### src/rtl/hdr_pkg.sv
package hdr_pkg;

    localparam int MASK_W = 3;
    localparam int FLAG_W = 3;
    localparam int FNUM_W = 16;
    localparam int BYTE_W = 8;

    typedef logic [MASK_W-1:0] mask_t;
    typedef logic [FLAG_W-1:0] flags_t;
    typedef logic [FNUM_W-1:0] fnum_t;
    typedef logic [BYTE_W-1:0] byte_t;

    typedef struct packed {
        mask_t  sf_mask;
        flags_t streams;
        fnum_t  fnum;
    } snap_t;

    localparam mask_t MASK_ALL = '1;

    localparam int POS_MARKER = 0;
    localparam int POS_VER    = 1;
    localparam int POS_FLAGS  = 2;
    localparam int POS_FN_HI  = 3;
    localparam int POS_FN_LO  = 4;
    localparam int POS_RB_HI  = 5;
    localparam int POS_RB_LO  = 6;
    localparam int POS_DB_HI  = 7;
    localparam int POS_DB_LO  = 8;
    localparam int HDR_LEN    = 9;

    localparam int RSVD_W = BYTE_W - MASK_W - FLAG_W;

    function automatic byte_t pack_flags(input mask_t m, input flags_t s);
        return {{RSVD_W{1'b0}}, m, s};
    endfunction

    function automatic byte_t hi_byte(input logic [15:0] v);
        return v[15:8];
    endfunction

    function automatic byte_t lo_byte(input logic [15:0] v);
        return v[7:0];
    endfunction

endpackage

### src/rtl/sf_mask_reg.sv
module sf_mask_reg
    import hdr_pkg::*;
#(
    parameter logic [7:0] MASK_OPCODE = 8'h19
) (
    input  logic       clk,
    input  logic       rst,
    input  logic       cmd_valid,
    input  logic [7:0] cmd_opcode,
    input  mask_t      cmd_mask,
    output mask_t      mask_q
);

    logic wr_hit;
    assign wr_hit = cmd_valid && (cmd_opcode == MASK_OPCODE);

    always_ff @(posedge clk) begin
        if (rst) begin
            mask_q <= MASK_ALL;
        end else if (wr_hit) begin
            mask_q <= cmd_mask;
        end
    end

    assert_mask_hold_R2: assert property (@(posedge clk) disable iff (rst)
        !(cmd_valid && cmd_opcode == MASK_OPCODE) |=> $stable(mask_q));

    assert_mask_load_R2: assert property (@(posedge clk) disable iff (rst)
        (cmd_valid && cmd_opcode == MASK_OPCODE) |=> mask_q == $past(cmd_mask));

endmodule

### src/rtl/frame_snapshot.sv
module frame_snapshot
    import hdr_pkg::*;
(
    input  logic   clk,
    input  logic   rst,
    input  logic   frame_done,
    input  mask_t  live_mask,
    input  flags_t live_flags,
    output snap_t  snap_q
);

    fnum_t fcount_q;

    always_ff @(posedge clk) begin
        if (rst) begin
            snap_q.sf_mask <= MASK_ALL;
            snap_q.streams <= '0;
            snap_q.fnum    <= '0;
            fcount_q       <= '0;
        end else if (frame_done) begin
            snap_q.sf_mask <= live_mask;
            snap_q.streams <= live_flags;
            snap_q.fnum    <= fcount_q;
            fcount_q       <= fcount_q + fnum_t'(1);
        end
    end

    assert_snap_hold_R3: assert property (@(posedge clk) disable iff (rst)
        !frame_done |=> $stable(snap_q));

    assert_count_step_R6: assert property (@(posedge clk) disable iff (rst)
        frame_done |=> fcount_q == fnum_t'($past(fcount_q) + fnum_t'(1)));

    assert_snap_fnum_R6: assert property (@(posedge clk) disable iff (rst)
        frame_done |=> snap_q.fnum == $past(fcount_q));

    assert_snap_mask_old_R10: assert property (@(posedge clk) disable iff (rst)
        frame_done |=> snap_q.sf_mask == $past(live_mask));

endmodule

### src/rtl/hdr_byte_mux.sv
module hdr_byte_mux
    import hdr_pkg::*;
#(
    parameter int          IDX_W        = 4,
    parameter logic [7:0]  MARKER       = 8'hA5,
    parameter logic [7:0]  VERSION      = 8'h02,
    parameter logic [15:0] RANGE_BINS   = 16'd512,
    parameter logic [15:0] DOPPLER_BINS = 16'd48
) (
    input  snap_t            snap,
    input  logic [IDX_W-1:0] byte_idx,
    output byte_t            hdr_byte
);

    always_comb begin
        case (int'(byte_idx))
            POS_MARKER: hdr_byte = MARKER;
            POS_VER:    hdr_byte = VERSION;
            POS_FLAGS:  hdr_byte = pack_flags(snap.sf_mask, snap.streams);
            POS_FN_HI:  hdr_byte = hi_byte(snap.fnum);
            POS_FN_LO:  hdr_byte = lo_byte(snap.fnum);
            POS_RB_HI:  hdr_byte = hi_byte(RANGE_BINS);
            POS_RB_LO:  hdr_byte = lo_byte(RANGE_BINS);
            POS_DB_HI:  hdr_byte = hi_byte(DOPPLER_BINS);
            POS_DB_LO:  hdr_byte = lo_byte(DOPPLER_BINS);
            default:    hdr_byte = '0;
        endcase
    end

endmodule

### src/rtl/frame_hdr_builder.sv
module frame_hdr_builder
    import hdr_pkg::*;
#(
    parameter int          IDX_W        = 4,
    parameter logic [7:0]  MASK_OPCODE  = 8'h19,
    parameter logic [7:0]  MARKER       = 8'hA5,
    parameter logic [7:0]  VERSION      = 8'h02,
    parameter logic [15:0] RANGE_BINS   = 16'd512,
    parameter logic [15:0] DOPPLER_BINS = 16'd48
) (
    input  logic             clk,
    input  logic             rst,
    input  logic             cmd_valid,
    input  logic [7:0]       cmd_opcode,
    input  logic [7:0]       cmd_data,
    input  logic [2:0]       stream_flags,
    input  logic             frame_done,
    input  logic [IDX_W-1:0] byte_idx,
    output logic [7:0]       hdr_byte
);

    mask_t live_mask;
    snap_t snap;
    logic  unused_cmd_hi;

    assign unused_cmd_hi = ^cmd_data[7:MASK_W];

    sf_mask_reg #(.MASK_OPCODE(MASK_OPCODE)) u_mask (
        .clk        (clk),
        .rst        (rst),
        .cmd_valid  (cmd_valid),
        .cmd_opcode (cmd_opcode),
        .cmd_mask   (cmd_data[MASK_W-1:0]),
        .mask_q     (live_mask)
    );

    frame_snapshot u_snap (
        .clk        (clk),
        .rst        (rst),
        .frame_done (frame_done),
        .live_mask  (live_mask),
        .live_flags (stream_flags),
        .snap_q     (snap)
    );

    hdr_byte_mux #(
        .IDX_W        (IDX_W),
        .MARKER       (MARKER),
        .VERSION      (VERSION),
        .RANGE_BINS   (RANGE_BINS),
        .DOPPLER_BINS (DOPPLER_BINS)
    ) u_mux (
        .snap     (snap),
        .byte_idx (byte_idx),
        .hdr_byte (hdr_byte)
    );

    assert_reserved_zero_R4: assert property (@(posedge clk) disable iff (rst)
        (int'(byte_idx) == POS_FLAGS) |-> hdr_byte[7:6] == 2'b00);

    assert_out_of_range_R9: assert property (@(posedge clk) disable iff (rst)
        (int'(byte_idx) >= HDR_LEN) |-> hdr_byte == 8'h00);

    assert_marker_R5: assert property (@(posedge clk) disable iff (rst)
        (int'(byte_idx) == POS_MARKER) |-> hdr_byte == MARKER);

endmodule

### config.mk
export PLATFORM = sky130hd
export DESIGN_NAME = frame_hdr_builder
export DESIGN_NICKNAME = d
export VERILOG_FILES = /design/src/rtl/hdr_pkg.sv /design/src/rtl/sf_mask_reg.sv /design/src/rtl/frame_snapshot.sv /design/src/rtl/hdr_byte_mux.sv /design/src/rtl/frame_hdr_builder.sv
export SDC_FILE = /design/constraint.sdc
export NUM_CORES = 1
export LEC_CHECK = 0
export ABC_AREA = 1
export BUFFER_PORTS_ARGS = -buffer_cell sky130_fd_sc_hd__buf_2
export CELL_PAD_IN_SITES_DETAIL_PLACEMENT = 2
export CELL_PAD_IN_SITES_GLOBAL_PLACEMENT = 2
export CORE_AREA = 8 8 92 94
export DETAILED_ROUTE_END_ITERATION = 7
export DIE_AREA = 0 0 100 102
export MAX_ROUTING_LAYER = met4
export PLACE_DENSITY = 0.8
export SYNTH_ARGS = -nofsm -noshare
export SYNTH_HDL_FRONTEND = slang
export SYNTH_HIERARCHICAL = 1
export SYNTH_SLANG_ARGS = --single-unit
### constraint.sdc
create_clock -name clk -period 1.9 [get_ports clk]
set_clock_uncertainty 0.15 [all_clocks]
set_input_delay 0.095 -clock clk [delete_from_list [all_inputs] [get_ports clk]]
set_output_delay 0.095 -clock clk [all_outputs]
set_load 0.05 [all_outputs]
# Word level (Yosys, flattened, before mapping)
# Cells that the tools add are included.
# word_totals
ff_bits,41
elab_cells,17
in_bits,27
# op_classes
addsub,1
eq_ne,7
n_reduce_logical,3
muxes,1
# ops
op,count
8-bit case mux with 6 select lines,1
16-bit by 1-bit adder with 16-bit output (second input constant),1
4-bit by 2-bit equality test with 1-bit output (second input constant),2
4-bit by 3-bit equality test with 1-bit output (second input constant),2
8-bit by 5-bit equality test with 1-bit output (second input constant),1
4-bit by 1-bit equality test with 1-bit output (second input constant),1
4-bit equality test (second input constant),1
4-bit logical NOT,1
2-bit OR reduction,1
1-bit logical AND,1

# Depth between registers and ports, before layout
# depth
ltp_word,3
ltp_mapped,8

# Hierarchy
# The synthesis kept the hierarchy.
# by_module_without_submodules
module,seq_area_each_um2,cells_each,instances,area_per_inst_um2
frame_snapshot,760.7,206,1,1566.5
hdr_byte_mux,0.0,59,1,284.0
sf_mask_reg,60.1,24,1,178.9

# Least setup slack after synthesis
# Ideal clock, no wire load.
# synth_path
path_type,register to register
from,reg u_snap.fcount_q[0]
to,reg u_snap.fcount_q[12]
path_buffers,0
arrival_ps,1038
stages_incl_launch_ff,7
setup_slack_ps,602
synth_period_minus_slack_ps,1298
t_required_ps,1640
path_cell_list,dfxtp_1 ha_1 nand2_1 nor2_8 nand4_1 nand2_1 nor2_1
# synth_via
elab_chain_len,1
# synth_lines
item,line,source
from (decl),frame_snapshot.sv:12,fnum_t fcount_q;
from (signal assigned),frame_snapshot.sv:24,fcount_q <= fcount_q + fnum_t'(1);
16-bit by 1-bit adder with 16-bit output,frame_snapshot.sv:24,
# No other way between the ends.
# A chain may end at the register's enable or synchronous reset.

# Worst setup path in the final report
# layout_path
from,reg u_snap.fcount_q[1]
to,reg u_snap.fcount_q[14]
# Same word-level chain as after synthesis.

==> summary.md <==
| Metric | Value |
|---|---|
| Post-Synthesis Cells | `289` |
| Hold slack | `0.0116 ns` |
| DRT iter0 DRCs | `38` |
| Post-CTS sizing | `0` |
| Reg2reg end | `u_snap/fcount_q[14]$_SDFFE_PP0P_` |
| Sequential Area | `821 um^2` |
| Final net count | `355` |
| R2R depth | `7` |
| Antenna diode count | `0` |
| Crit path depth | `7` |
| Chip width | `100 um` |
| IO Count | `35` |
| Rows | `31` |
| Root buf cell | `clkbuf_8` |
| CP cell instances | `ha_1 > nand2_1 > nor2_8 > nand3_2 > nand2_1 > inv_1 > nor2_1` |
| Worst r2r src | `u_snap/fcount_q[1]$_SDFFE_PP0P_` |
| CP delay by family, top | `simple AND/OR/NAND/NOR gates` |
| Critical path peak fanout | `10` |
| Final Instance Count excl. Fillers | `427` |
| Via density | `4.73` |
| Clk_lat worst skew | `0.29 ns` |
| Clock Sinks | `41` |
| Setup crit start | `u_snap/fcount_q[1]$_SDFFE_PP0P_` |
| Layout area overhead | `20.0%` |
| DRC errors left | `0` |
| Slowest CP cell | `dfxtp_1` |
| Final Hold Viols | `0` |
| IO buf count | `29` |
| Status | `finished, final reports clean` |
| Total core area | `7060 um^2` |
| Pre-CTS setup slack | `0.381 ns` |
| Static leakage | `1.08 nW` |
| Final setup violation count | `0` |
| Share of cells above drive strength 1 | `19.5%` |
| Vias | `2021` |
| First-pass GRT wire length | `11000 um` |
| Dpl hpwl | `4650 um` |
| Placed Area | `2260 um^2` |
| Reg clk slew, reported paths | `0.08 ns` |
| Largest family of logic cells by synthesized area | `simple AND/OR/NAND/NOR gates` |
| Yosys warns | `6` |
| Critical path capture point type | `flop` |
| Total grt overflow | `0` |
| Post-synthesis average cell area | `7.02 um^2` |
| Most frequent cells in the layout | `nand2_1, dfxtp_1, nand3_1, nor2_1, inv_1` |
| Vias in the first global route | `2234` |
| Initial Util | `28.7%` |
| Crit path to | `u_snap/fcount_q[14]$_SDFFE_PP0P_` |
| Total power | `1.66 mW` |
| GRT Resource Usage Total | `13.8%` |
| Die H | `102 um` |
| Final worst slack | `0.378 ns` |
| Mux contribution to synthesized area | `0%` |
| Maximum vdd drop | `0.000233 V` |
| Initial antenna violation count | `0` |
| Hold Crit Class | `in2reg` |
| Critical path type | `reg2reg` |
| XOR/XNOR Fraction of Synth Area | `0.432%` |
| Reg2reg setup slack | `0.38 ns` |
| Fill cells | `868` |
| DRT Pass-1 Iters | `3` |
| Synth Area in Compound Gates | `11.1%` |
| CTS tree | `yes` |
| Fin util | `34.5%` |
| CP arrival | `1.61 ns` |
| Maximum number of pins on one net before global-route repair | `33` |
| CP most frequent cell | `nand2_1` |
| Bufs on Longest Clock Path | `2` |
| Cell Pwr Density | `683 nW/um^2` |
| Relative slew slack | `69.9%` |
| Synthesis-stage register bit count | `41` |
| Most common cell after layout, fill and taps aside | `nand2_1` |
| Fin crit period | `1.52 ns` |
| Die area | `10200 um^2` |
| Final ANT Viol Nets | `0` |
| Post-route setup TNS | `0 ns` |
| Synth unique cells | `25` |
| Multi-input logic area | `1020 um^2` |
| WL final | `6360 um` |
| H-tree depth | `2` |
| Post-route cell area | `2440 um^2` |
| Synthesized Nets | `317` |
| Least-Margin Pin Slew | `0.451 ns` |
| Fmax | `0.657 GHz` |
| Worst Path Required | `1.98 ns` |
| Netlist Area Pre-Place | `2030 um^2` |
| Simple-gate share of the synthesized area | `38.1%` |
| Fraction of the yosys area taken by sequential cells | `40.4%` |
| Wirelength per Cell | `14.9 um` |
| Worst setup SP type | `flop` |
| Gpl congestion | `0.731` |
| Fin. max-slew vios | `0` |
| Num CTS Buffers | `5` |
| Synth Area in Adders | `0.617%` |
| Max incr delay on CP | `0.40 ns` |
| Post-route clock period utilization | `80.1%` |
| Max Cap Viol | `0` |
| WP buf/inv | `1` |
| RSZ-0062 raised after global routing | `no` |
| Dpl cells | `410` |
[sequential cells by signal (all words and copies together) (netlist names)]
name and flops:
u_snap/snap_q 22, u_snap/fcount_q 16, u_mask/mask_q 3
[cell families after synthesis]
kind of cell | after synthesis
simple gates | 158
flops | 41
buf+inv | 45
fa+ha+maj | 1
xor+xnor | 1
compound gates | 43
[cells in the mapped netlist (all sizes together)]
library cell,instances,area share [%]
nand2,55,11
nand3,43,12
o211ai,2,0.74
o21ai,20,4.9
a21oi,19,4.7
buf,4,1.7
o21bai,1,0.37
inv,35,6.5
a211oi,1,0.37
nor3,4,0.99
xor2,1,0.43
dfxtp,41,40
nand4,5,1.5
clkbuf,6,1.1
nor2,51,13
ha,1,0.62
[cell type report]
class                   count  share of cell area (%)
inverters                  35                    5.39
well taps                  99                    5.08
clock buffers               6                    2.98
clock inverters             2                   0.411
multi-input cells         203                    41.9
repair buffers             41                    10.6
flip-flops and latches     41                    33.7
[tightest hold or removal path: cells and delay by family]
kind	cells	cell delay, ns
simple gates	3	0.23
buf+inv	1	0.08
[what timing repair did]
item | in CTS | in global routing
setup buffers | 0 | 0
hold endpoints to repair | 12 | 0
hold buffers | 9 | 0
[layer usage]
metal  routed length, um  track usage [%]
met3                 204             3.41
met4                  57             4.42
met1                2720             14.5
met5                   0                -
met2                3370             24.9
[worst min path at each step]
stage	startpoint	end	slack [ns]	cells after the start
after floorplan	rst	u_snap/fcount_q[0]$_SDFFE_PP0P_	0.01	1
after global placement	stream_flags[0]	u_snap/snap_q[16]$_SDFFE_PP0P_	0.17	3
after detailed placement	stream_flags[1]	u_snap/snap_q[17]$_SDFFE_PP0P_	0.18	3
after CTS	cmd_opcode[1]	u_mask/mask_q[0]$_SDFFE_PP1P_	0.007	5
after global routing	cmd_opcode[1]	u_mask/mask_q[2]$_SDFFE_PP1P_	0.02	4
final	cmd_opcode[1]	u_mask/mask_q[2]$_SDFFE_PP1P_	0.01	4
[report_power, final]
group          total (mW)  switching (mW)  leakage, nW  internal (mW)
registers           0.905          0.0185        0.335          0.887
clock network       0.553           0.298       0.0450          0.255
logic               0.205           0.137        0.705         0.0683
total                1.66           0.454         1.08           1.21
Note: power is estimated with default switching activity, not from simulation.
